### src/rtl/ee_wr_pkg.sv
package ee_wr_pkg;

    localparam logic [3:0] DEV_CODE = 4'b1010;
    localparam int PAGE_W = 3;
    localparam int PAGE_N = 1 << PAGE_W;

    typedef enum logic [2:0] {
        ST_IDLE,
        ST_DEV,
        ST_WADDR,
        ST_DATA,
        ST_SKIP,
        ST_PROG
    } wr_state_e;

    typedef struct packed {
        logic start;
        logic stop;
        logic scl_rise;
        logic scl_fall;
        logic sda;
    } bus_evt_t;

    function automatic logic dev_match(input logic [7:0] b, input logic [2:0] strap);
        return (b[7:4] == DEV_CODE) && (b[3:1] == strap) && !b[0];
    endfunction

endpackage

### src/rtl/ee_line_sync.sv
module ee_line_sync
    import ee_wr_pkg::*;
#(
    parameter int SYNC_STAGES = 2
) (
    input  logic     clk,
    input  logic     rst,
    input  logic     scl_i,
    input  logic     sda_i,
    output bus_evt_t evt
);
    localparam int LAST = SYNC_STAGES - 1;

    logic [SYNC_STAGES-1:0] scl_ff, sda_ff;
    logic scl_d, sda_d;
    logic scl_s, sda_s;

    always_ff @(posedge clk) begin
        if (rst) begin
            scl_ff <= '1;
            sda_ff <= '1;
            scl_d  <= 1'b1;
            sda_d  <= 1'b1;
        end else begin
            scl_ff <= {scl_ff[SYNC_STAGES-2:0], scl_i};
            sda_ff <= {sda_ff[SYNC_STAGES-2:0], sda_i};
            scl_d  <= scl_ff[LAST];
            sda_d  <= sda_ff[LAST];
        end
    end

    assign scl_s = scl_ff[LAST];
    assign sda_s = sda_ff[LAST];

    always_comb begin
        evt.start    = scl_d & scl_s & sda_d & ~sda_s;
        evt.stop     = scl_d & scl_s & ~sda_d & sda_s;
        evt.scl_rise = ~scl_d & scl_s;
        evt.scl_fall = scl_d & ~scl_s;
        evt.sda      = sda_s;
    end
endmodule

### src/rtl/ee_page_buf.sv
module ee_page_buf
    import ee_wr_pkg::*;
(
    input  logic                          clk,
    input  logic                          rst,
    input  logic                          clr,
    input  logic                          we,
    input  logic [PAGE_W-1:0]             off,
    input  logic [7:0]                    wdata,
    output logic [PAGE_N-1:0][7:0]        slot_data,
    output logic [PAGE_N-1:0]             slot_vld
);
    for (genvar g = 0; g < PAGE_N; g++) begin : g_slot
        always_ff @(posedge clk) begin
            if (rst || clr) begin
                slot_vld[g]  <= 1'b0;
                slot_data[g] <= '0;
            end else if (we && off == PAGE_W'(g)) begin
                slot_vld[g]  <= 1'b1;
                slot_data[g] <= wdata;
            end
        end
    end
endmodule

### src/rtl/ee_store.sv
module ee_store
    import ee_wr_pkg::*;
#(
    parameter int ADDR_W = 8
) (
    input  logic                   clk,
    input  logic                   rst,
    input  logic                   commit,
    input  logic [ADDR_W-PAGE_W-1:0] row,
    input  logic [PAGE_N-1:0][7:0] slot_data,
    input  logic [PAGE_N-1:0]      slot_vld,
    input  logic [ADDR_W-1:0]      peek_addr,
    output logic [7:0]             peek_data
);
    localparam int DEPTH = 1 << ADDR_W;

    logic [7:0] mem [DEPTH];

    always_ff @(posedge clk) begin
        if (rst) begin
            for (int a = 0; a < DEPTH; a++) mem[a] <= '0;
        end else if (commit) begin
            for (int i = 0; i < PAGE_N; i++) begin
                if (slot_vld[i]) mem[{row, PAGE_W'(i)}] <= slot_data[i];
            end
        end
    end

    assign peek_data = mem[peek_addr];
endmodule

### src/rtl/ee_write_slave.sv
module ee_write_slave
    import ee_wr_pkg::*;
#(
    parameter int ADDR_W      = 8,
    parameter int TWR_CYCLES  = 500,
    parameter int SYNC_STAGES = 2
) (
    input  logic              clk,
    input  logic              rst,
    input  logic              scl_i,
    input  logic              sda_i,
    input  logic [2:0]        strap,
    input  logic [ADDR_W-1:0] peek_addr,
    output logic              sda_pull,
    output logic              busy,
    output logic [7:0]        peek_data
);
    localparam int ROW_W = ADDR_W - PAGE_W;
    localparam int CNT_W = $clog2(TWR_CYCLES + 1);

    bus_evt_t             evt;
    wr_state_e            st, nxt_st;
    logic [3:0]           bit_cnt;
    logic [7:0]           shreg;
    logic [ADDR_W-1:0]    word_addr;
    logic [CNT_W-1:0]     prog_cnt;
    logic [PAGE_N-1:0][7:0] slot_data;
    logic [PAGE_N-1:0]    slot_vld;
    logic                 in_xfer, byte_end, ack_end;
    logic                 buf_we, buf_clr, commit, stop_commit;

    ee_line_sync #(.SYNC_STAGES(SYNC_STAGES)) u_sync (
        .clk(clk), .rst(rst), .scl_i(scl_i), .sda_i(sda_i), .evt(evt)
    );

    assign in_xfer     = (st == ST_DEV) || (st == ST_WADDR) || (st == ST_DATA);
    assign byte_end    = in_xfer && evt.scl_fall && bit_cnt == 4'd8;
    assign ack_end     = in_xfer && evt.scl_fall && bit_cnt == 4'd9;
    assign stop_commit = evt.stop && st == ST_DATA && |slot_vld;
    assign commit      = (st == ST_PROG) && prog_cnt == '0;
    assign buf_we      = byte_end && st == ST_DATA;
    assign buf_clr     = commit || (st != ST_PROG && (evt.start || (evt.stop && !stop_commit)));
    assign busy        = (st == ST_PROG);

    always_ff @(posedge clk) begin
        if (rst) begin
            st        <= ST_IDLE;
            nxt_st    <= ST_IDLE;
            bit_cnt   <= '0;
            shreg     <= '0;
            word_addr <= '0;
            prog_cnt  <= '0;
            sda_pull  <= 1'b0;
        end else if (st == ST_PROG) begin
            sda_pull <= 1'b0;
            if (prog_cnt == '0) st <= ST_IDLE;
            else prog_cnt <= prog_cnt - 1'b1;
        end else if (evt.start) begin
            st       <= ST_DEV;
            bit_cnt  <= '0;
            sda_pull <= 1'b0;
        end else if (evt.stop) begin
            sda_pull <= 1'b0;
            bit_cnt  <= '0;
            if (stop_commit) begin
                st       <= ST_PROG;
                prog_cnt <= CNT_W'(TWR_CYCLES - 1);
            end else begin
                st <= ST_IDLE;
            end
        end else if (in_xfer) begin
            if (evt.scl_rise && bit_cnt < 4'd8) begin
                shreg   <= {shreg[6:0], evt.sda};
                bit_cnt <= bit_cnt + 1'b1;
            end else if (byte_end) begin
                bit_cnt <= 4'd9;
                unique case (st)
                    ST_DEV: begin
                        sda_pull <= dev_match(shreg, strap);
                        nxt_st   <= dev_match(shreg, strap) ? ST_WADDR : ST_SKIP;
                    end
                    ST_WADDR: begin
                        sda_pull  <= 1'b1;
                        word_addr <= shreg[ADDR_W-1:0];
                        nxt_st    <= ST_DATA;
                    end
                    default: begin
                        sda_pull  <= 1'b1;
                        word_addr <= {word_addr[ADDR_W-1:PAGE_W],
                                      word_addr[PAGE_W-1:0] + 1'b1};
                        nxt_st    <= ST_DATA;
                    end
                endcase
            end else if (ack_end) begin
                sda_pull <= 1'b0;
                bit_cnt  <= '0;
                st       <= nxt_st;
            end
        end
    end

    ee_page_buf u_buf (
        .clk(clk), .rst(rst), .clr(buf_clr), .we(buf_we),
        .off(word_addr[PAGE_W-1:0]), .wdata(shreg),
        .slot_data(slot_data), .slot_vld(slot_vld)
    );

    ee_store #(.ADDR_W(ADDR_W)) u_store (
        .clk(clk), .rst(rst), .commit(commit),
        .row(word_addr[ADDR_W-1:PAGE_W]),
        .slot_data(slot_data), .slot_vld(slot_vld),
        .peek_addr(peek_addr), .peek_data(peek_data)
    );

    logic [ROW_W-1:0] unused_row_chk;
    assign unused_row_chk = word_addr[ADDR_W-1:PAGE_W];
endmodule

### config.mk
export PLATFORM = sky130hd
export DESIGN_NAME = ee_write_slave
export DESIGN_NICKNAME = d
export VERILOG_FILES = /design/src/rtl/ee_wr_pkg.sv /design/src/rtl/ee_line_sync.sv /design/src/rtl/ee_page_buf.sv /design/src/rtl/ee_store.sv /design/src/rtl/ee_write_slave.sv
export SDC_FILE = /design/constraint.sdc
export NUM_CORES = 2
export LEC_CHECK = 0
export BUFFER_PORTS_ARGS = -buffer_cell sky130_fd_sc_hd__buf_4
export CAP_MARGIN = 0
export CORE_UTILIZATION = 42
export CTS_CLUSTER_DIAMETER = 80
export DETAILED_ROUTE_END_ITERATION = 10
export HOLD_SLACK_MARGIN = 0.1
export PLACE_DENSITY = 0.65
export RECOVER_POWER = 50
export SLEW_MARGIN = 20
export SYNTH_ARGS = -nofsm -noshare
export SYNTH_HDL_FRONTEND = slang
export SYNTH_SLANG_ARGS = --single-unit
### constraint.sdc
create_clock -name clk -period 6.4 [get_ports clk]
set_clock_uncertainty 0.2 [all_clocks]
set_input_delay 0.32 -clock clk [delete_from_list [all_inputs] [get_ports clk]]
set_output_delay 0.32 -clock clk [all_outputs]
set_load 0.01 [all_outputs]
==> flow_summary.toml <==
[outcome]
status = "finished with violations"
violations = "DRC, capacitance limit, slew limit"

[cts]
ctsHtreeMaxLevel = 4
post_cts_resized = 0
clk_path_buf_depth = 3
cts_setup_buffers = 0
clk_pin_slew_ps = 60
postCtsHoldBufs = 9
cts_root_buffer = "clkbuf_16"
cts_tree = "built"
cts_num_sinks = 2162
numCtsBuffers = 217
insertion_delay_ps = 880

[critical_path]
path_class = "flop to flop"
critPathArrivalTime_ps = 5770
r2r_setup_slack_ps = 1150
cp_slowest_cell = "nor4_1"
cp_cell_sequence = "nand3b_1, inv_1, nand3_1, nor4_1, nand2_1, buf_4, nor2_1"
cp_max_fo = 20
cp.required_ps = 6910
cp-start-kind = "flop"
cp_slowest_stage_delay_ps = 1440
path_delay_family = "simple AND/OR/NAND/NOR gates"
cp-end-kind = "flop"
path_buf_inv = 2

[drt]
drc_errors = 4
drt_iter0_drc = 10500
vias = 61200
via_per_inst = 6.27
ant_nets = 0
routed_wl_um = 314000
wire_per_inst_um = 32.2
dr.pass1.iters = 9

[place]
dp_cells = 9346
dp_hpwl_um = 170000
portBuffers = 24
place_congestion = 0.917

[logic_synthesis]
synth_top_area_share = 0.649
netlist_top_cells_count = "nor2_1 (2,131), edfxtp_1 (2,048), clkbuf_1 (527)"
synth_seq_cells = 2162
synth_warnings = 0
synth_cell_types = 81
syn_area_sq_um = 94800
synth_top_area_cell = "edfxtp_1"
synthesis.nets = 6889
syn_inst = 6864
yosysSeqAreaShare = 0.673
synth_area_leaders = "edfxtp_1 (65%), mux4_2 (10%), nor2_1 (8.4%)"
yosys.cell_count.top_type = "nor2_1"
synth-async-reset-ratio = 0
synth.avg_cell_area_sq_um = 13.8
synth_flop_cell = "edfxtp_1"
synth_edf_count = 2048

[die]
dieArea_sq_um = 228000
design.core.area_sq_um = 224000
fp.dieH_um = 477
ios = 25
start_util = 0.422
row_count = 174
die_w_um = 477

[pwr]
p_total_mw = 29.9
vdd_drop_max_mv = 0.304
power_density_nw_per_um2 = 288
cellLeakagePower_nw = 33.1

[timing]
post-route-period-util = 0.821
hold_viol = 0
rsz0062_at_grt = "false"
relSlewSlack = -0.606
hold_ws_ps = 214
fin_crit_ps = 5250
timing.final.max_slew_violations = 2081
finalSetupViolCount = 0
worstMarginPinSlew_ps = 2350
max_freq_mhz = 190
tns_ps = 0

[hold_path]
hold_class = "flop to flop"

[final_layout]
drive_above_1_share = 0.162
nNetsFinal = 6607
syn2layout_area_growth_pct = 9.36
stdcell_count = 9756

[grt]
grt_max_degree = 88
grt_usage = 0.270
grt_first_pass_wirelength_um = 436000
overflow = 0
grt_pass1_vias = 58000
antenna_found_initial = 12

[job]
cap_violations = 67
layer usage:
metal / vias to the layer above / GRT usage / wire length [um]
li1: 24500 / - / -
met1: 31100 / 0.350 / 109000
met2: 4641 / 0.423 / 145000
met3: 889 / 0.0632 / 40800
met4: 2 / 0.141 / 19200
met5: - / 0 / 20
final cells by class:
cell class | instances | area [sq um]
timing repair buffer | 214 | 1610
fill | 19400 | 121000
tap | 2992 | 3740
clock inverter | 107 | 865
antenna | 5 | 12.5
sequential | 2162 | 63800
clock buffer | 289 | 5780
multi-input combinational | 3968 | 27800
inverter | 19 | 71.3
flip-flops by register name, summed over array words and instances (netlist names):
| name | count |
|---|---|
| bit_cnt | 4 |
| nxt_st | 3 |
| prog_cnt | 9 |
| sda_pull | 1 |
| shreg | 8 |
| st | 3 |
| u_buf.slot_data | 64 |
| u_buf.slot_vld | 8 |
| u_store.mem | 2048 |
| u_sync.scl_d | 1 |
| u_sync.scl_ff | 2 |
| u_sync.sda_d | 1 |
| u_sync.sda_ff | 2 |
| word_addr | 8 |
final timing paths:
| check | from | to | cells after the start |
|---|---|---|---|
| max reg2reg | st[0] | u_store.mem[104][3] | 7 |
| min reg2reg | u_sync.scl_ff[0] | u_sync.scl_ff[1] | 1 |
| max | st[0] | u_store.mem[104][3] | 7 |
| min | u_sync.scl_ff[0] | u_sync.scl_ff[1] | 1 |
layout by cell type, fill, tap and decap left out, types with 17 or more instances in the layout:
| master | count |
|---|---|
| clkbuf_1 | 67 |
| o21bai_1 | 257 |
| mux4_2 | 441 |
| a211oi_1 | 44 |
| o21ai_0 | 25 |
| a22o_1 | 31 |
| nand3_1 | 43 |
| nor3_1 | 33 |
| clkbuf_16 | 218 |
| inv_1 | 18 |
| clkbuf_2 | 60 |
| mux2_2 | 29 |
| a22oi_1 | 138 |
| nand2_2 | 98 |
| dfxtp_1 | 114 |
| a221oi_1 | 17 |
| nor4_1 | 19 |
| clkinv_1 | 52 |
| nand2_1 | 165 |
| nor2_1 | 2130 |
| a21oi_1 | 151 |
| clkinv_2 | 26 |
| buf_4 | 129 |
| o221ai_1 | 34 |
| mux2i_1 | 130 |
| edfxtp_1 | 2048 |
where the power goes:
group / leakage, nW / total, mW / switching (mW) / internal [mW]
combinational: 7.83 / 1.69 / 1.08 / 0.617
sequential: 22.1 / 16.0 / 0.128 / 15.9
clock: 3.22 / 12.2 / 5.44 / 6.72
stage by stage:
stage	utilization	instance area [sq um]	setup slack, ps
after detailed placement	0.433	97200	1480
after global placement	0.433	97200	1480
after CTS	0.463	104000	1470
after floorplan	-	94800	3710
after global routing	0.462	104000	810
final	0.462	104000	1150
kinds of logic after synthesis:
logic type / share of synthesized area
and+or+nand+nor: 0.108
adders and majority gates: 0.00132
xor gates and xnor gates: 0.000924
AOI/OAI and AO/OA: 0.0577
buffers and inverters: 0.0359
DFF: 0.673
muxes: 0.123
Power figures use the tool's default switching activity.
